==> src/rtl/rxf_pkg.sv <==
package rxf_pkg;
  localparam int REG_W = 32;

  localparam logic [7:0] OFF_CTRL  = 8'h00;
  localparam logic [7:0] OFF_STAT  = 8'h04;
  localparam logic [7:0] OFF_THR   = 8'h08;
  localparam logic [7:0] OFF_DATA  = 8'h0C;
  localparam logic [7:0] OFF_DEPTH = 8'h10;
  localparam logic [7:0] OFF_WORDS = 8'h14;

  // control bits
  localparam int CB_BOARD_RST = 0;
  localparam int CB_FIFO_RST  = 2;
  localparam int CB_RX_EN     = 5;
  // status bits
  localparam int SB_FLAG_LO = 12;
  localparam int SB_UNR     = 22;
  localparam int SB_OVR     = 23;

  localparam logic [15:0] THR_DEFAULT = 16'd32;

  // inverted level flags, packed so that bit 0 lands on status bit 12
  typedef struct packed {
    logic not_full;
    logic not_afull;
    logic not_aempty;
    logic not_empty;
  } rx_flags_t;

  function automatic logic at_or_below(input logic [31:0] cnt, input logic [15:0] thr);
    return cnt <= {16'd0, thr};
  endfunction

  function automatic logic near_top(input logic [31:0] cnt, input logic [31:0] depth,
                                    input logic [15:0] thr);
    return (cnt + {16'd0, thr}) >= depth;
  endfunction
endpackage

==> src/rtl/rxf_storage.sv <==
module rxf_storage #(
  parameter int DATA_W = 32,
  parameter int DEPTH  = 64,
  localparam int PTR_W = $clog2(DEPTH),
  localparam int CNT_W = $clog2(DEPTH + 1)
) (
  input  logic              clk,
  input  logic              rst_n,
  input  logic              clr,
  input  logic              push,
  input  logic [DATA_W-1:0] push_data,
  input  logic              pop,
  output logic [DATA_W-1:0] head_data,
  output logic [CNT_W-1:0]  fill_cnt,
  output logic              empty,
  output logic              full
);
  localparam logic [PTR_W-1:0] LAST = PTR_W'(DEPTH - 1);

  logic [DATA_W-1:0] mem [DEPTH];
  logic [PTR_W-1:0]  wr_ptr, rd_ptr;

  function automatic logic [PTR_W-1:0] step(input logic [PTR_W-1:0] p);
    return (p == LAST) ? '0 : p + 1'b1;
  endfunction

  always_ff @(posedge clk) begin
    if (push) mem[wr_ptr] <= push_data;
  end

  always_ff @(posedge clk or negedge rst_n) begin
    if (!rst_n) begin
      wr_ptr   <= '0;
      rd_ptr   <= '0;
      fill_cnt <= '0;
    end else if (clr) begin
      wr_ptr   <= '0;
      rd_ptr   <= '0;
      fill_cnt <= '0;
    end else begin
      if (push) wr_ptr <= step(wr_ptr);
      if (pop)  rd_ptr <= step(rd_ptr);
      case ({push, pop})
        2'b10:   fill_cnt <= fill_cnt + 1'b1;
        2'b01:   fill_cnt <= fill_cnt - 1'b1;
        default: fill_cnt <= fill_cnt;
      endcase
    end
  end

  assign head_data = mem[rd_ptr];
  assign empty     = (fill_cnt == '0);
  assign full      = (fill_cnt == CNT_W'(DEPTH));
endmodule

==> src/rtl/rxf_flags.sv <==
module rxf_flags
  import rxf_pkg::*;
#(
  parameter int DEPTH = 64,
  localparam int CNT_W = $clog2(DEPTH + 1)
) (
  input  logic [CNT_W-1:0] fill_cnt,
  input  logic [15:0]      ae_thr,
  input  logic [15:0]      af_thr,
  output rx_flags_t        flags
);
  logic [31:0] cnt32;
  assign cnt32 = 32'(fill_cnt);

  always_comb begin
    flags.not_empty  = (cnt32 != 32'd0);
    flags.not_aempty = !at_or_below(cnt32, ae_thr);
    flags.not_afull  = !near_top(cnt32, 32'(DEPTH), af_thr);
    flags.not_full   = (cnt32 != 32'(DEPTH));
  end
endmodule

==> src/rtl/rxf_ctrl.sv <==
module rxf_ctrl
  import rxf_pkg::*;
#(
  parameter int READY_CYCLES = 500,
  localparam int RDY_W = $clog2(READY_CYCLES + 1)
) (
  input  logic             clk,
  input  logic             rst_n,
  input  logic             ctrl_wr,
  input  logic             stat_wr,
  input  logic             thr_wr,
  input  logic [REG_W-1:0] wdata,
  input  logic             overrun_ev,
  input  logic             underrun_ev,
  output logic             board_rst,
  output logic             fifo_clr,
  output logic             rx_en,
  output logic [15:0]      ae_thr,
  output logic [15:0]      af_thr,
  output logic             ovr_flag,
  output logic             unr_flag,
  output logic             ready
);
  localparam logic [RDY_W-1:0] RDY_LOAD = RDY_W'(READY_CYCLES);

  logic [RDY_W-1:0] rdy_cnt;

  assign board_rst = ctrl_wr && wdata[CB_BOARD_RST];
  assign fifo_clr  = board_rst || (ctrl_wr && wdata[CB_FIFO_RST]);
  assign ready     = (rdy_cnt == '0);

  always_ff @(posedge clk or negedge rst_n) begin
    if (!rst_n) begin
      rx_en    <= 1'b0;
      ae_thr   <= THR_DEFAULT;
      af_thr   <= THR_DEFAULT;
      ovr_flag <= 1'b0;
      unr_flag <= 1'b0;
      rdy_cnt  <= RDY_LOAD;
    end else begin
      if (board_rst)    rx_en <= 1'b0;
      else if (ctrl_wr) rx_en <= wdata[CB_RX_EN];

      if (board_rst) begin
        ae_thr <= THR_DEFAULT;
        af_thr <= THR_DEFAULT;
      end else if (thr_wr) begin
        ae_thr <= wdata[15:0];
        af_thr <= wdata[31:16];
      end

      if (fifo_clr)                        ovr_flag <= 1'b0;
      else if (overrun_ev)                 ovr_flag <= 1'b1;
      else if (stat_wr && wdata[SB_OVR])   ovr_flag <= 1'b0;

      if (fifo_clr)                        unr_flag <= 1'b0;
      else if (underrun_ev)                unr_flag <= 1'b1;
      else if (stat_wr && wdata[SB_UNR])   unr_flag <= 1'b0;

      if (board_rst)          rdy_cnt <= RDY_LOAD;
      else if (rdy_cnt != '0) rdy_cnt <= rdy_cnt - 1'b1;
    end
  end
endmodule

==> src/rtl/rx_word_fifo.sv <==
module rx_word_fifo
  import rxf_pkg::*;
#(
  parameter int DATA_W       = 32,
  parameter int DEPTH        = 64,
  parameter int READY_CYCLES = 500,
  localparam int CNT_W = $clog2(DEPTH + 1)
) (
  input  logic              clk,
  input  logic              rst_n,
  input  logic              in_valid,
  input  logic [DATA_W-1:0] in_data,
  input  logic              bus_sel,
  input  logic              bus_wr,
  input  logic [7:0]        bus_addr,
  input  logic [REG_W-1:0]  bus_wdata,
  output logic [REG_W-1:0]  bus_rdata,
  output logic              dma_req,
  output logic              ready
);
  // named internal events, also watched by the bound checker
  logic              ctrl_wr, stat_wr, thr_wr, pop_req, push_req;
  logic              push_ok, pop_ok, overrun_ev, underrun_ev;
  logic              board_rst, fifo_clr, rx_en, ovr_flag, unr_flag;
  logic              empty, full;
  logic [CNT_W-1:0]  fill_cnt;
  logic [DATA_W-1:0] head_data;
  logic [15:0]       ae_thr, af_thr;
  rx_flags_t         flags;

  assign ctrl_wr  = bus_sel && bus_wr && (bus_addr == OFF_CTRL);
  assign stat_wr  = bus_sel && bus_wr && (bus_addr == OFF_STAT);
  assign thr_wr   = bus_sel && bus_wr && (bus_addr == OFF_THR);
  assign pop_req  = bus_sel && !bus_wr && (bus_addr == OFF_DATA);
  assign push_req = in_valid && rx_en;

  assign push_ok     = push_req && !full  && !fifo_clr;
  assign overrun_ev  = push_req &&  full  && !fifo_clr;
  assign pop_ok      = pop_req  && !empty && !fifo_clr;
  assign underrun_ev = pop_req  &&  empty && !fifo_clr;

  rxf_ctrl #(.READY_CYCLES(READY_CYCLES)) u_ctrl (
    .clk(clk), .rst_n(rst_n), .ctrl_wr(ctrl_wr), .stat_wr(stat_wr), .thr_wr(thr_wr),
    .wdata(bus_wdata), .overrun_ev(overrun_ev), .underrun_ev(underrun_ev),
    .board_rst(board_rst), .fifo_clr(fifo_clr), .rx_en(rx_en),
    .ae_thr(ae_thr), .af_thr(af_thr), .ovr_flag(ovr_flag), .unr_flag(unr_flag),
    .ready(ready)
  );

  rxf_storage #(.DATA_W(DATA_W), .DEPTH(DEPTH)) u_store (
    .clk(clk), .rst_n(rst_n), .clr(fifo_clr), .push(push_ok), .push_data(in_data),
    .pop(pop_ok), .head_data(head_data), .fill_cnt(fill_cnt), .empty(empty), .full(full)
  );

  rxf_flags #(.DEPTH(DEPTH)) u_flags (
    .fill_cnt(fill_cnt), .ae_thr(ae_thr), .af_thr(af_thr), .flags(flags)
  );

  always_comb begin
    bus_rdata = '0;
    if (bus_sel && !bus_wr) begin
      case (bus_addr)
        OFF_CTRL:  bus_rdata[CB_RX_EN] = rx_en;
        OFF_STAT: begin
          bus_rdata[SB_FLAG_LO +: 4] = flags;
          bus_rdata[SB_UNR]          = unr_flag;
          bus_rdata[SB_OVR]          = ovr_flag;
        end
        OFF_THR:   bus_rdata = {af_thr, ae_thr};
        OFF_DATA:  bus_rdata = empty ? '0 : REG_W'(head_data);
        OFF_DEPTH: bus_rdata[19:0] = 20'(DEPTH);
        OFF_WORDS: bus_rdata[19:0] = 20'(fill_cnt);
        default:   bus_rdata = '0;
      endcase
    end
  end

  assign dma_req = rx_en && !empty;
endmodule

==> config.mk <==
export PLATFORM = sky130hd
export DESIGN_NAME = rx_word_fifo
export DESIGN_NICKNAME = d
export VERILOG_FILES = /design/src/rtl/rxf_pkg.sv /design/src/rtl/rxf_storage.sv /design/src/rtl/rxf_flags.sv /design/src/rtl/rxf_ctrl.sv /design/src/rtl/rx_word_fifo.sv
export SDC_FILE = /design/constraint.sdc
export NUM_CORES = 2
export LEC_CHECK = 0
export ABC_AREA = 0
export BUFFER_PORTS_ARGS = -buffer_cell sky130_fd_sc_hd__buf_2
export CAP_MARGIN = 0
export CORE_AREA = 2 2 352 529
export DETAILED_ROUTE_END_ITERATION = 10
export DIE_AREA = 0 0 354 531
export SLEW_MARGIN = 20
export SYNTH_ARGS = -nofsm -noshare
export SYNTH_HDL_FRONTEND = slang
export SYNTH_SLANG_ARGS = --single-unit
==> constraint.sdc <==
create_clock -name clk -period 5.45 [get_ports clk]
set_clock_uncertainty 0.15 [all_clocks]
set_input_delay 0.545 -clock clk [delete_from_list [all_inputs] [get_ports clk]]
set_output_delay 0.545 -clock clk [all_outputs]
set_load 0.05 [all_outputs]
Yosys cells after proc, flatten, opt, wreduce, memory -nomap -nowiden
Memories as Yosys holds them, arrays and structs flattened.
Index checks and enable logic that the tools add are counted.

cells by class
  add/sub/neg operators = 6
  magnitude comparators = 2
  equal/unequal tests = 11
  mux-type cells = 34
  reduce and logical (&&, ||, !) cells = 40

operator list
  kind                                                                count
  two-way mux 16 bit                                                  4
  two-way mux 32 bit                                                  2
  two-way mux 6 bit                                                   6
  greater-or-equal comparator 32 x 7 -> 1 bit, second input constant  1
  nonzero test 32 bit                                                 1
  case mux 6 bit (4 select lines)                                     1
  logical AND 1 bit                                                   20
  two-way mux 9 bit                                                   2
  adder 7 x 16 -> 17 bit                                              1
  == test 8 x 4 -> 1 bit, second input constant                       2
  == test 8 x 5 -> 1 bit, second input constant                       2
  less-or-equal comparator 7 x 16 -> 1 bit                            1
  case mux 8 bit (2 select lines)                                     1
  case mux 5 bit (3 select lines)                                     1
  case mux 7 bit (2 select lines)                                     1
  adder 6 x 1 -> 6 bit, second input constant                         2
  == test 6 bit, second input constant                                2
  case mux 4 bit (3 select lines)                                     1
  two-way mux 1 bit                                                   10
  nonzero test 2 bit                                                  5
  logical NOT 9 bit                                                   1
  nonzero test 3 bit                                                  3
  nonzero test 9 bit                                                  1
  subtractor 9 x 1 -> 9 bit, second input constant                    1
  other kinds (16)                                                    21

word-level totals
  bits in registers = 63
  RAM bits = 2048
  input port bits = 77
  output and inout bits = 34
  logic and storage cells = 103
  memories kept = 1

memories
  memory       words  bits a word  read ports  clocked after Yosys merged registers in  wr ports  line               RTL
  u_store.mem  64     32           1           0                                        1         rxf_storage.sv:20  logic [DATA_W-1:0] mem [DEPTH];

Longest topological paths before layout
  depth in word-level cells = 9
  mapped depth = 15
  mapped depth without buffers = 13

Hierarchy
Synthesis repeated with hierarchy kept, for this count alone.

unflattened totals
  cells, all modules = 3868
  area total of the unflattened synthesis = 82346.5 um^2

by module, submodules not included
  module        times used  cells each  area each (um^2)  sequential area each (um^2)
  rxf_storage   1           3458        78829.4           61974.4
  rxf_ctrl      1           163         1865.5            1111.1
  rx_word_fifo  1           157         955.9             0.0
  rxf_flags     1           90          695.7             0.0

Worst setup path before layout
OpenSTA, ideal clock, no wires.

  kind = input to output
  start = in bus_addr[5]
  end = out bus_rdata[12]
  arrival = 3.183 ns
  required time = 4.755 ns
  setup slack = 1.572 ns
  cell stages on the path = 6
  path buffers = 1
  cells stage by stage = or4_1 -> a311oi_4 -> and2_1 -> nand2_1 -> buf_2 -> o21ai_0

between the ends
  longest elaborated chain between the ends = 3
  elaborated cells between the ends (all ways) = 5
  classes of those cells = eq/ne (3); mux (2)

RTL lines
  element                                                                  line                RTL
  start, declared                                                          rx_word_fifo.sv:15  input logic [7:0] bus_addr,
  == test 8 x 4 -> 1 bit / == test 8 x 3 -> 1 bit (equally long branches)  rx_word_fifo.sv:62  case (bus_addr)
  case mux 4 bit (3 select lines) *                                        rx_word_fifo.sv:62
  two-way mux 32 bit *                                                     rx_word_fifo.sv:61  if (bus_sel && !bus_wr) begin
  end, declared                                                            rx_word_fifo.sv:17  output logic [REG_W-1:0] bus_rdata,

Every way passes the cells marked *; elsewhere a longest branch is shown, timed or not.

Final worst setup path
  start = reg u_store.rd_ptr[0]
  end = out bus_rdata[3]

between the ends
  longest elaborated chain between the ends = 4

RTL lines
  element                          line                RTL
  start, declared                  rxf_storage.sv:21   logic [PTR_W-1:0] wr_ptr, rd_ptr;
  start signal, assigned           rxf_storage.sv:42   if (pop) rd_ptr <= step(rd_ptr);
  memory read (64 x 32 bit)        -
  two-way mux 32 bit               rx_word_fifo.sv:70  OFF_DATA: bus_rdata = empty ? '0 : REG_W'(head_data);
  case mux 5 bit (3 select lines)  rx_word_fifo.sv:62
  two-way mux 32 bit               rx_word_fifo.sv:61

No other way between the ends.

==> run metrics <==
switch share 21.8%; number of synthesized flops with an enable pin roughly 2.0k; detailed-router iteration count before antenna repair 5; Setup Viol. Count Final 0; Post-Syn Nets roughly 3.7k; Switch Pwr between 7000 and 8000 uW; total of max-cap violations 0; Starting Density 44.7%; Worst VDD drop 0.241 mV; TritonCTS Buffers ~190; Clk pin slew, worst setup/hold paths 0.07 ns; core area 184000 sq um; power share of the combinational group under 10%; outcome finished, final reports clean; first-pass GRT wire length slightly above 300 mm; Area growth, synth to finish 13.9%; post-synthesis sequential area ratio 76.9%; Setup crit start kind flip-flop; post-DP HPWL 126 mm; Via density 6.04; post-CTS setup buffer count 0; post-DR wirelength/cell 33.5 microns; layout cell share with drive strength beyond 1 between 30% and 40%; internal power between 20000 and 30000 uW; Initial DRC Count ~4.6k; sequential share of power 55.1%; largest net degree at the start of global routing 73; Final Cycle Share 94.1%; Final TNS setup 0 ns; Top FF cell, synth edfxtp_1; Fin. Hold Viols 0; PD cells approximately 360 nW/um^2; r2r setup slk 1.06 ns; maximum clock rate approximately 0.2 GHz; Antenna Nets Post-Route 0; #FFs+latches synth 2111; mapped cell area 82100 sq um; via count approximately 40k; CP Data Required Time around 4.8 ns; worst setup path end bus_rdata[3]; FP Rows ~190; GP Congestion 0.925; crit path DAT roughly 4.4 ns; gr ovfl total 0; worst min-delay path class in -> reg; clock root cell clkbuf_16; initial antenna violation count 4; Total Routing Usage GR between 20% and 30%; warning count from the yosys run 0; final net count approximately 4.0k; Layout Cells excl Fill ~6.5k; dpl ws 0.883 ns; RSZ-0062 raised after global routing false; CP max FO 23; CTS tree done; Yosys cell types 63; clock latency on the worst-skew pair 0.83 ns; Residual DRC 0; clock power share between 30% and 40%; Die Span Y 531 microns; fin. max-slew vios 0; Leakage approximately 0.029 uW; R2R Path Start u_store.fill_cnt[1]; die area about 190000 sq um; I/O pins between 100 and 150; R2R depth 7; average size of a mapped cell 22.7 sq um; # H-tree levels 4; dpl cells 6135; vias in the first global route roughly 40k; final wirelength ~220 mm; slew margin rel. about a quarter; Clock Sinks between 2k and 2.5k; most frequent cells in the layout edfxtp_1, mux4_2, clkbuf_16; commonest non-fill, non-tap cell in the layout edfxtp_1; worst slew pin tran roughly 1.1 ns; Buffers on Ports 110; CTS Buffer Depth 4; Synth async-reset ratio under 10%; Syn Inst Count between 3k and 4k; type of the worst setup path reg -> out; crit path launch u_store.rd_ptr[0]; die width approximately 350 microns; Worst Setup End Kind primary output; reg-to-reg critical path endpoint u_store.mem[35][8]; final worst slack around 0.32 ns; fin crit period 5.13 ns
-- what timing repair did --
| action | 4_1_cts | 5_1_grt |
|---|---|---|
| gates resized for setup | 0 | 1 |
| endpoints found under the setup margin | 0 | 1 |
| hold buffers | 37 | 0 |
| hold endpoints to repair | 59 | 0 |
-- metal layers --
metal	GRT usage [%]	vias to the layer above	wire length (microns)
li1	-	15990	-
met1	29.5	21371	81800
met2	40.5	1541	112000
met3	3.40	365	14700
met4	8.67	0	8970
met5	0	-	0
-- kinds of logic (layout without fill, tap and decap cells) --
family	Yosys count	in the layout	share of synthesized area [%]
simple gates	381	381	2.11
mux	676	676	17.6
compound gates	191	191	1.67
other cells	0	2	0
buf+inv	215	672	1.20
xor+xnor	12	12	0.128
fa+ha+maj	24	24	0.384
flops	2111	2111	76.9
-- power by group through the flow --
| stage | logic [uW] | registers [uW] | clock network [uW] |
|---|---|---|---|
| finish | 2050 | 18500 | 13100 |
| CTS | 2070 | 18500 | 13300 |
| detailed placement | 2050 | 18900 | 0 |
| floorplan | 1050 | 18800 | 0 |
| global route | 2180 | 18600 | 13900 |
| global placement | 2020 | 18900 | 0 |
-- through the flow --
step,hold WS (ns),instance area (sq um),utilization [%],total power (uW)
after floorplan,0.0994,82100,-,19900
after CTS,0.0364,93400,50.9,33900
final,0.0913,93400,50.9,33700
after global routing,0.120,93400,50.9,34600
after detailed placement,0.324,87100,47.4,20900
after global placement,0.311,87100,47.4,20900
-- worst max-delay path, stage by stage, from the launching register on --
cell	delay, ns
dfrtp_4	0.80
buf_12	0.30
buf_4	0.23
mux4_2	0.51
a22o_1	0.24
a221oi_1	0.45
o221ai_1	0.37
nand2_1	0.27
a31oi_1	0.15
buf_2	0.27
-- state kept, by name, indices dropped and copies added, names as in the netlist, 6 cells and up --
name,cells
u_store.wr_ptr,6
u_ctrl.ae_thr,16
u_store.mem,2048
u_store.fill_cnt,7
u_ctrl.rdy_cnt,9
u_store.rd_ptr,6
u_ctrl.af_thr,16
-- Yosys cell counts (10+ instances only) --
library cell	instances	area share, %
a21o_1	10	0.091
a21oi_1	28	0.17
a22o_1	14	0.15
a22oi_1	26	0.24
a31oi_1	12	0.091
and3_1	11	0.084
buf_1	25	0.11
buf_2	60	0.37
buf_4	13	0.12
clkbuf_1	93	0.43
dfrtp_1	55	1.7
edfxtp_1	2048	75
ha_1	22	0.34
inv_1	15	0.069
mux2i_1	54	0.66
mux4_2	615	17
nand2_1	140	0.64
nand3_1	55	0.34
nor2_1	100	0.46
nor2b_1	14	0.11
nor3_1	12	0.073
o21ai_0	28	0.17
o221ai_1	22	0.23
o31ai_1	13	0.12
-- layout make-up --
class	instances	area (sq um)
Sequential cell	2111	63100
Timing Repair Buffer	323	2800
Fill cell	14359	90100
Inverter	17	63.8
Clock inverter	92	820
Tap cell	2437	3050
Antenna cell	2	5.00
Clock buffer	240	5120
Multi-Input combinational cell	1284	18500
-- worst min path at each step --
stage                            startpoint                  end  cells past startpoint
after floorplan                       rst_n     u_ctrl.ae_thr[0]                      0
after global placement    u_ctrl.rdy_cnt[8]    u_ctrl.rdy_cnt[8]                      2
after detailed placement  u_ctrl.rdy_cnt[8]    u_ctrl.rdy_cnt[8]                      2
after CTS                       bus_addr[2]      u_ctrl.unr_flag                      5
after global routing            in_data[23]  u_store.mem[29][23]                      1
final                           bus_addr[2]      u_ctrl.unr_flag                      5
(Power assumes the default switching activity.)
